$ cat src/rtl/spd_pkg.sv
package spd_pkg;
  localparam int SPD_BYTES = 64;
  localparam int IDX_W     = $clog2(SPD_BYTES);
  localparam int BANK_W    = 7;
  localparam int MB_W      = 10;
  localparam int MB_SHIFT  = 20;
  localparam int TOTAL_W   = MB_W + BANK_W + MB_SHIFT;

  localparam logic [6:0] DEV_ADDR = 7'h51;

  localparam logic [IDX_W-1:0] IDX_BANKS = IDX_W'(5);
  localparam logic [IDX_W-1:0] IDX_CFG   = IDX_W'(11);
  localparam logic [IDX_W-1:0] IDX_RFR   = IDX_W'(12);
  localparam logic [IDX_W-1:0] IDX_WIDTH = IDX_W'(13);
  localparam logic [IDX_W-1:0] IDX_ATTR  = IDX_W'(21);
  localparam logic [IDX_W-1:0] IDX_BSIZE = IDX_W'(31);
  localparam logic [IDX_W-1:0] IDX_CSUM  = IDX_W'(SPD_BYTES - 1);

  localparam int X16_BIT     = 4;
  localparam int ATTR_REG_BIT = 1;
  localparam logic [7:0] CFG_ECC = 8'd2;

  typedef enum logic [1:0] {
    RFR_15US6 = 2'd0,
    RFR_3US9  = 2'd1,
    RFR_7US8  = 2'd2
  } rfr_code_e;

  typedef enum logic [1:0] {
    ST_IDLE,
    ST_ISSUE,
    ST_WAIT,
    ST_DONE
  } seq_st_e;
endpackage

$ cat src/rtl/spd_wdog.sv
module spd_wdog #(
  parameter int LIMIT = 1000
) (
  input  logic clk,
  input  logic rst_n,
  input  logic arm_i,
  input  logic run_i,
  output logic expired_o
);
  localparam int CNT_W = $clog2(LIMIT + 1);

  logic [CNT_W-1:0] cnt_q, cnt_d;
  logic             cnt_en;

  always_comb begin
    cnt_en = arm_i | run_i;
    cnt_d  = arm_i ? '0 : cnt_q + CNT_W'(1);
  end

  always_ff @(posedge clk or negedge rst_n) begin
    if (!rst_n)      cnt_q <= '0;
    else if (cnt_en) cnt_q <= cnt_d;
  end

  assign expired_o = run_i && (cnt_q == CNT_W'(LIMIT - 1));
endmodule

$ cat src/rtl/spd_seq.sv
module spd_seq
  import spd_pkg::*;
#(
  parameter int TIMEOUT_CYC = 1000
) (
  input  logic             clk,
  input  logic             rst_n,
  input  logic             start_i,
  input  logic             tx_empty_i,
  input  logic             rx_full_i,
  output logic             req_o,
  output logic             req_start_o,
  output logic             req_stop_o,
  output logic             req_nack_o,
  output logic [7:0]       wdata_o,
  output logic             byte_vld_o,
  output logic [IDX_W-1:0] byte_idx_o,
  output logic             clr_o,
  output logic             done_o,
  output logic             tout_o
);
  localparam int NWR    = 3;
  localparam int NSTEP  = SPD_BYTES + NWR;
  localparam int STEP_W = $clog2(NSTEP + 1);
  localparam logic [STEP_W-1:0] LAST_STEP = STEP_W'(NSTEP - 1);
  localparam logic [STEP_W-1:0] RD_ADDR_STEP = STEP_W'(NWR - 1);

  seq_st_e           st_q, st_d;
  logic [STEP_W-1:0] step_q, step_d;
  logic              tout_q, tout_d;
  logic              is_rd, hs, arm, expired, wait_run;

  assign is_rd    = step_q >= STEP_W'(NWR);
  assign hs       = is_rd ? rx_full_i : tx_empty_i;
  assign wait_run = (st_q == ST_WAIT);

  spd_wdog #(.LIMIT(TIMEOUT_CYC)) u_wdog (
    .clk       (clk),
    .rst_n     (rst_n),
    .arm_i     (arm),
    .run_i     (wait_run),
    .expired_o (expired)
  );

  always_comb begin
    st_d       = st_q;
    step_d     = step_q;
    tout_d     = tout_q;
    clr_o      = 1'b0;
    byte_vld_o = 1'b0;
    arm        = 1'b0;
    case (st_q)
      ST_IDLE, ST_DONE: begin
        if (start_i) begin
          st_d   = ST_ISSUE;
          step_d = '0;
          tout_d = 1'b0;
          clr_o  = 1'b1;
        end
      end
      ST_ISSUE: begin
        st_d = ST_WAIT;
        arm  = 1'b1;
      end
      ST_WAIT: begin
        if (hs) begin
          byte_vld_o = is_rd;
          if (step_q == LAST_STEP) begin
            st_d = ST_DONE;
          end else begin
            step_d = step_q + STEP_W'(1);
            st_d   = ST_ISSUE;
          end
        end else if (expired) begin
          tout_d = 1'b1;
          st_d   = ST_DONE;
        end
      end
      default: st_d = ST_IDLE;
    endcase
  end

  always_ff @(posedge clk or negedge rst_n) begin
    if (!rst_n) begin
      st_q   <= ST_IDLE;
      step_q <= '0;
      tout_q <= 1'b0;
    end else begin
      st_q   <= st_d;
      step_q <= step_d;
      tout_q <= tout_d;
    end
  end

  always_comb begin
    req_o       = (st_q == ST_ISSUE);
    req_start_o = req_o && (step_q == '0 || step_q == RD_ADDR_STEP);
    req_stop_o  = req_o && (step_q == LAST_STEP);
    req_nack_o  = req_o && (step_q == LAST_STEP);
    if (step_q == '0)               wdata_o = {DEV_ADDR, 1'b0};
    else if (step_q == RD_ADDR_STEP) wdata_o = {DEV_ADDR, 1'b1};
    else                            wdata_o = 8'h00;
  end

  assign byte_idx_o = IDX_W'(step_q - STEP_W'(NWR));
  assign done_o     = (st_q == ST_DONE);
  assign tout_o     = tout_q;
endmodule

$ cat src/rtl/spd_decode.sv
module spd_decode
  import spd_pkg::*;
(
  input  logic               clk,
  input  logic               rst_n,
  input  logic               clr_i,
  input  logic               vld_i,
  input  logic [IDX_W-1:0]   idx_i,
  input  logic [7:0]         data_i,
  output logic [BANK_W-1:0]  bank_cnt_o,
  output logic               x16_o,
  output logic               ecc_o,
  output logic [1:0]         rfr_o,
  output logic               regd_o,
  output logic [MB_W-1:0]    bank_mb_o,
  output logic [TOTAL_W-1:0] total_o,
  output logic               csum_err_o
);
  logic [7:0]        sum_q, sum_d;
  logic [BANK_W-1:0] bc_q, bc_d;
  logic              x16_q, x16_d, ecc_q, ecc_d, regd_q, regd_d, cerr_q, cerr_d;
  logic [1:0]        rfr_q, rfr_d;
  logic [MB_W-1:0]   mb_q, mb_d;
  logic [MB_W+BANK_W-1:0] prod;

  always_comb begin
    sum_d  = sum_q;
    bc_d   = bc_q;
    x16_d  = x16_q;
    ecc_d  = ecc_q;
    regd_d = regd_q;
    cerr_d = cerr_q;
    rfr_d  = rfr_q;
    mb_d   = mb_q;
    if (clr_i) begin
      sum_d  = '0;
      bc_d   = '0;
      x16_d  = 1'b0;
      ecc_d  = 1'b0;
      regd_d = 1'b0;
      cerr_d = 1'b0;
      rfr_d  = RFR_15US6;
      mb_d   = '0;
    end else if (vld_i) begin
      if (idx_i != IDX_CSUM) sum_d = sum_q + data_i;
      case (idx_i)
        IDX_BANKS: bc_d   = data_i[BANK_W-1:0];
        IDX_CFG:   ecc_d  = (data_i == CFG_ECC);
        IDX_RFR: begin
          case (data_i[6:0])
            7'd1:    rfr_d = RFR_3US9;
            7'd2:    rfr_d = RFR_7US8;
            default: rfr_d = RFR_15US6;
          endcase
        end
        IDX_WIDTH: x16_d  = data_i[X16_BIT];
        IDX_ATTR:  regd_d = data_i[ATTR_REG_BIT];
        IDX_BSIZE: mb_d   = MB_W'({data_i, 2'b00});
        IDX_CSUM:  cerr_d = (data_i != sum_q);
        default: ;
      endcase
    end
  end

  always_ff @(posedge clk or negedge rst_n) begin
    if (!rst_n) begin
      sum_q  <= '0;
      bc_q   <= '0;
      x16_q  <= 1'b0;
      ecc_q  <= 1'b0;
      regd_q <= 1'b0;
      cerr_q <= 1'b0;
      rfr_q  <= RFR_15US6;
      mb_q   <= '0;
    end else if (clr_i | vld_i) begin
      sum_q  <= sum_d;
      bc_q   <= bc_d;
      x16_q  <= x16_d;
      ecc_q  <= ecc_d;
      regd_q <= regd_d;
      cerr_q <= cerr_d;
      rfr_q  <= rfr_d;
      mb_q   <= mb_d;
    end
  end

  assign prod       = mb_q * bc_q;
  assign total_o    = {prod, {MB_SHIFT{1'b0}}};
  assign bank_cnt_o = bc_q;
  assign x16_o      = x16_q;
  assign ecc_o      = ecc_q;
  assign rfr_o      = rfr_q;
  assign regd_o     = regd_q;
  assign bank_mb_o  = mb_q;
  assign csum_err_o = cerr_q;
endmodule

$ cat src/rtl/spd_probe.sv
module spd_probe
  import spd_pkg::*;
#(
  parameter int TIMEOUT_CYC = 1000
) (
  input  logic               clk,
  input  logic               rst_n,
  input  logic               start,
  output logic               i2c_req,
  output logic               i2c_start,
  output logic               i2c_stop,
  output logic               i2c_nack,
  output logic [7:0]         i2c_wdata,
  input  logic               i2c_tx_empty,
  input  logic               i2c_rx_full,
  input  logic [7:0]         i2c_rdata,
  output logic               done,
  output logic               timeout_err,
  output logic               csum_err,
  output logic [BANK_W-1:0]  bank_count,
  output logic               is_x16,
  output logic               has_ecc,
  output logic [1:0]         refresh_code,
  output logic               registered,
  output logic [MB_W-1:0]    bank_mb,
  output logic [TOTAL_W-1:0] total_bytes
);
  logic             byte_vld, clr;
  logic [IDX_W-1:0] byte_idx;

  spd_seq #(.TIMEOUT_CYC(TIMEOUT_CYC)) u_seq (
    .clk         (clk),
    .rst_n       (rst_n),
    .start_i     (start),
    .tx_empty_i  (i2c_tx_empty),
    .rx_full_i   (i2c_rx_full),
    .req_o       (i2c_req),
    .req_start_o (i2c_start),
    .req_stop_o  (i2c_stop),
    .req_nack_o  (i2c_nack),
    .wdata_o     (i2c_wdata),
    .byte_vld_o  (byte_vld),
    .byte_idx_o  (byte_idx),
    .clr_o       (clr),
    .done_o      (done),
    .tout_o      (timeout_err)
  );

  spd_decode u_dec (
    .clk        (clk),
    .rst_n      (rst_n),
    .clr_i      (clr),
    .vld_i      (byte_vld),
    .idx_i      (byte_idx),
    .data_i     (i2c_rdata),
    .bank_cnt_o (bank_count),
    .x16_o      (is_x16),
    .ecc_o      (has_ecc),
    .rfr_o      (refresh_code),
    .regd_o     (registered),
    .bank_mb_o  (bank_mb),
    .total_o    (total_bytes),
    .csum_err_o (csum_err)
  );
endmodule

$ cat config.mk
export PLATFORM = sky130hd
export DESIGN_NAME = spd_probe
export DESIGN_NICKNAME = d
export VERILOG_FILES = /design/src/rtl/spd_pkg.sv /design/src/rtl/spd_wdog.sv /design/src/rtl/spd_seq.sv /design/src/rtl/spd_decode.sv /design/src/rtl/spd_probe.sv
export SDC_FILE = /design/constraint.sdc
export NUM_CORES = 1
export LEC_CHECK = 0
export ABC_AREA = 1
export CORE_MARGIN = 8
export CORE_UTILIZATION = 55
export CTS_CLUSTER_SIZE = 20
export DETAILED_ROUTE_END_ITERATION = 8
export GPL_TIMING_DRIVEN = 0
export PLACE_DENSITY = 0.78
export SYNTH_ARGS = -nofsm -noshare
export SYNTH_HDL_FRONTEND = slang
export SYNTH_SLANG_ARGS = --single-unit
$ cat constraint.sdc
create_clock -name clk -period 11.8 [get_ports clk]
set_input_delay 2.95 -clock clk [delete_from_list [all_inputs] [get_ports clk]]
set_output_delay 2.95 -clock clk [all_outputs]
set_load 0.01 [all_outputs]
Yosys cells after proc, flatten, opt, wreduce, memory -nomap -nowiden
Index checks and enable logic that the tools add are counted. W data, S select, Z words.

Equality and inequality tests: 24. Reduce and logical (&&, ||, !) cells: 28. Bitwise logic cells: 2. $mul: 1. Muxes and demuxes: 47. $lt $le $gt $ge: 1. Add/subtract/negate cells: 4.

Operators with widths (count): $mux W7 (6); $mux W10 (4); $mux W8 (5); $reduce_and A3 Y1 (8); $mux W1 (21); $reduce_bool A2 Y1 (10); $eq A6 B4 Y1 const B (3); $mul A10 B7 Y17 (1); $eq A7 B2 Y1 const B (2); $mux W2 (7); $pmux W7 S2 (1); $eq A6 B5 Y1 const B (2); $add A10 B1 Y10 const B (1); $eq A10 B10 Y1 const B (1); $add A8 B8 Y8 (1); $eq A8 B2 Y1 const B (1); $ne A8 B8 Y1 (1); $reduce_and A4 Y1 (2); $add A7 B1 Y7 const B (1); $eq A7 B1 Y1 const B (1); $eq A7 B7 Y1 const B (1); $ge A7 B2 Y1 const B (1); $logic_not A7 Y1 (1); $eq A6 B3 Y1 const B (1); other kinds (17) (24).

Logic and storage cells: 119. Input port bits: 13. Bits in registers: 51. Output and inout bits: 74.

Depth between registers and ports, before layout
Word-level depth: 6. Depth in mapped cells: 20. Mapped depth without buffers: 19.

Cells and area by module
From an unflattened synthesis, not the netlist that was laid out.

Cells, all modules: 758. Area, all modules: 5293.8 um2.

By module, submodules not included: spd_decode (times used 1, sequential area each 725.7 um2, area each 3836.2 um2, cells each 560); spd_seq (times used 1, sequential area each 250.2 um2, area each 895.9 um2, cells each 125); spd_wdog (times used 1, sequential area each 250.2 um2, area each 561.8 um2, cells each 73).

Worst setup path after synthesis
No wires, ideal clock.

Path kind: reg2out. Start: register u_dec.bc_q[6] (netlist: u_dec.bank_cnt_o[6]). End: output port total_bytes[34]. Required time: 8.850 ns. Arrival: 3.931 ns. Buffers on the path: 1. Path slack: 4.919 ns. Stages on the path, launching flop included: 19. Path through: dfrtp_1 > clkbuf_1 > nand2_1 > fa_1 > fa_1 > inv_1 > fa_1 > inv_1 > fa_1 > inv_1 > ha_1 > nand2_1 > nor2_1 > nand2_1 > nand3_1 > a21oi_1 > inv_1 > nand2_1 > nand2_1.

Word-level cells in the longest chain between the ends: 1.

RTL lines: from (decl) (RTL line spd_decode.sv:20) `logic [BANK_W-1:0] bc_q, bc_d;`; from (signal assigned) (RTL line spd_decode.sv:68) `bc_q <= '0;`; from (signal assigned) (RTL line spd_decode.sv:77) `bc_q <= bc_d;`; $mul A10 B7 Y17 (RTL line spd_decode.sv:87) `assign prod = mb_q * bc_q;`; to (decl) (RTL line spd_probe.sv:26) `output logic [TOTAL_W-1:0] total_bytes`.

No other way between the ends.

Worst setup path after layout
Start: register u_dec.bc_q[2] (netlist: u_dec.bank_cnt_o[2]). End: output port total_bytes[34].

The elaborated chain is that of the path after synthesis.

==> summary.txt <==
STA
  • Fmax: 125 MHz
  • Final setup fails: 0
  • Clock Skew: 0.0166 ns
  • Min Tclk post-route: 7.99 ns
  • Relative slew slack: 64.7%
  • Unrepaired setup endpoints after global routing: no
  • Max-slew violations: 0
  • Setup TNS Final: 0 ns
  • Endpoints failing hold: 0
  • Period utilisation layout: 67.7%
  • Worst-Margin Slew: 0.526 ns

Cells and area
  • Synth-to-Final Area Change: 18.5%
  • # diodes: 0
  • Post-layout net count: 943
  • Post-route insts no fill: 985
  • Share of layout cells above drive strength 1: 9.04%

Synthesis
  • Largest cells by area after synthesis: dfrtp_1 23%, nand2_1 15%, ha_1 11%, fa_1 11%, inv_1 8.6%
  • Synth top cells by count: 223 x nand2_1, 124 x inv_1, 70 x nand3_1
  • Post-synth cell types: 42
  • Area fraction of the dominant cell type after synthesis: 22.6%
  • Synth Area in Adders: 22.4%
  • Mux cell area share after synthesis: 0%
  • Post-Syn Instances: 758
  • Most common flop cell mapped by yosys: dfrtp_1
  • Post-synth EDFFs: 0
  • Compound-gate portion of the synthesized area: 4.78%
  • Simple-gate share of the synthesized area: 32.3%
  • Register area share after synthesis: 22.6%
  • Fraction of registers with async set/reset: 100%
  • Synthesized area: 5420 sq um
  • Avg Cell Area, Syn: 7.15 sq um
  • Synth Area in XOR/XNOR: 1.78%
  • Most common cell in the netlist: nand2_1
  • Syn. warnings: 0
  • Largest family of logic cells by synthesized area: simple AND/OR/NAND/NOR gates
  • Post-synth top area cell: dfrtp_1
  • Yosys reg bits: 49

Critical path
  • Worst EP arrival: 5.04 ns
  • CP startpoint kind: flip-flop
  • Slowest stage delay, CP: 0.55 ns
  • Cell family with most CP delay: adder cells
  • R2R setup slack: 9.59 ns
  • Slowest CP cell: fa_1
  • Critical Path, Cell by Cell: clkbuf_1 > nand2_1 > inv_1 > fa_1 > fa_1 > fa_1 > inv_1 > fa_1 > inv_1 > ha_1 > a21o_1 > nand2_1 > nand3_1 > a21oi_1 > nand2_1 > nand2_1 > clkdlybuf4s50_1
  • Worst path depth: 17
  • Worst path bufs/invs: 5
  • Worst Setup End Kind: primary output
  • Worst r2r path cells: 9
  • Required time of the critical path: 8.85 ns
  • Critical path class: flip-flop to primary output
  • Worst Path Max Fanout: 9

Global route
  • Largest net degree at the start of global routing: 29
  • Antenna violations before repair: 0
  • Remaining Overflow, GRT: 0
  • Vias in the first global route: 4881
  • Total GRT Usage: 19.7%
  • First-pass GRT wire length: 21800 microns

CTS
  • TritonCTS Buffers: 5
  • Clock sink total: 49
  • Clk slew on worst S/H paths: 0.10 ns
  • Clk_lat worst skew: 0.32 ns
  • Post-cts gate resize count: 0
  • CTS tree: yes
  • Htree depth: 2
  • Clock Path Buffers: 2
  • Clock root buffer: clkbuf_8
  • Hold bufs inserted after CTS: 0
  • Post-CTS Setup Inserts: 0

Route
  • DR WL/cell: 12.8 microns
  • Routed WL: 12600 microns
  • Drt pass-1 iters: 5
  • Via density: 4.94
  • Post-route DRC violation count: 0
  • Initial DRC Count: 360
  • Vias post-DR: 4862
  • Antenna-violating nets left: 0

Pwr
  • Power Density: 89.2 nW/um^2
  • Leakage power: 0.00390 uW
  • IR Drop Worst-Case VDD: 0.141 mV

Floorplan
  • Starting Density: 56.0%
  • Die H: 115 microns
  • Die area: 13300 sq um
  • Core area: 9680 sq um
  • Boundary Pins: 87
  • Num rows: 36
  • Die width: 115 microns

Place
  • PortBufs: 58
  • DP HPWL: 10500 microns
  • Placed Cells: 977
  • GPL Wtd Cong: 0.924

Status
  • Outcome: finished clean

Min path
  • Worst min-delay path category: flip-flop to flip-flop
  • Hold depth: 2

Run
  • Max_cap viols: 0
-- flip-flops by register name (all words and copies together) (netlist names) --
signal              flops
u_dec.bank_cnt_o        7
u_dec.bank_mb_o         8
u_dec.csum_err_o        1
u_dec.ecc_o             1
u_dec.regd_o            1
u_dec.rfr_o             2
u_dec.sum_q             8
u_dec.x16_o             1
u_seq.st_q              2
u_seq.step_q            7
u_seq.tout_o            1
u_seq.u_wdog.cnt_q     10
-- worst reg2reg max path: stages, from the launching register on --
cell	delay, ns
dfrtp_1	0.43
inv_1	0.07
ha_1	0.27
clkbuf_1	0.30
nand2_1	0.30
o21ai_0	0.23
nand3_2	0.19
buf_6	0.20
nand2_1	0.07
o21ai_2	0.05
-- metrics by stage --
| stage | cell area [sq um] | util, % | setup slack [ns] | hold WS [ns] | power, uW |
|---|---|---|---|---|---|
| 4_1_cts | 6420 | 66.3 | 3.80 | 0.516 | 574 |
| 6_report | 6420 | 66.3 | 3.81 | 0.510 | 573 |
| 2_1_floorplan | 5520 | - | 4.92 | 0.473 | 350 |
| 3_3_place_gp | 6270 | 64.8 | 4.23 | 0.487 | 421 |
| 5_1_grt | 6420 | 66.3 | 3.51 | 0.548 | 614 |
| 3_5_place_dp | 6290 | 64.9 | 4.15 | 0.491 | 428 |
-- routing by layer --
layer	GRT usage [%]	share of wire, %	vias up
met3	3.83	5.7	7
met2	34.5	49	108
li1	-	-	2483
met4	3.77	0.56	0
met1	24.6	45	2264
met5	0	0	-
-- where the power goes --
group | switching [uW] | internal (uW)
Sequential | 14.6 | 181
Combinational | 145 | 85.9
Clock | 61.5 | 85.4
-- cell type report --
| cell class | count | area [sq um] |
|---|---|---|
| flip-flops and latches | 49 | 1230 |
| repair buffers | 59 | 596 |
| clock buffers | 5 | 68.8 |
| well taps | 133 | 166 |
| inverters | 130 | 500 |
| plain buffers | 56 | 369 |
| multi-input cells | 550 | 3430 |
| fillers | 851 | 3260 |
| clock inverters | 3 | 68.8 |
-- path summary, 6_finish.rpt --
kind | from | to
max in group asynchronous | rst_n | u_dec.bank_cnt_o[5]$_DFFE_PN0P_
max reg2reg | u_seq.st_q[0]$_DFFE_PN0P_ | u_seq.step_q[5]$_DFFE_PN0P_
min reg2reg | u_dec.ecc_o$_DFFE_PN0P_ | u_dec.ecc_o$_DFFE_PN0P_
min in group asynchronous | rst_n | u_dec.sum_q[5]$_DFFE_PN0P_
max | u_dec.bank_cnt_o[2]$_DFFE_PN0P_ | total_bytes[34]
min | u_dec.ecc_o$_DFFE_PN0P_ | u_dec.ecc_o$_DFFE_PN0P_
-- cells by family after synthesis --
logic type | Yosys count
other | 1
and+or+nand+nor | 391
AOI/OAI and AO/OA | 41
buffers and inverters | 186
xor gates and xnor gates | 11
DFF | 49
adders and majority gates | 79
-- layout by cell type (no fill, tap or decap), drive strengths merged, types with 18 or more instances in the layout --
cell type	Yosys	layout
nand3	75	75
nand4	20	20
clkbuf	20	25
conb	1	28
inv	129	130
dfrtp	49	49
a21oi	18	18
nor2	46	46
clkdlybuf4s50	0	57
buf	36	38
fa	30	30
nand2	229	229
ha	49	49
No activity file was read; power rests on OpenSTA's default activity.
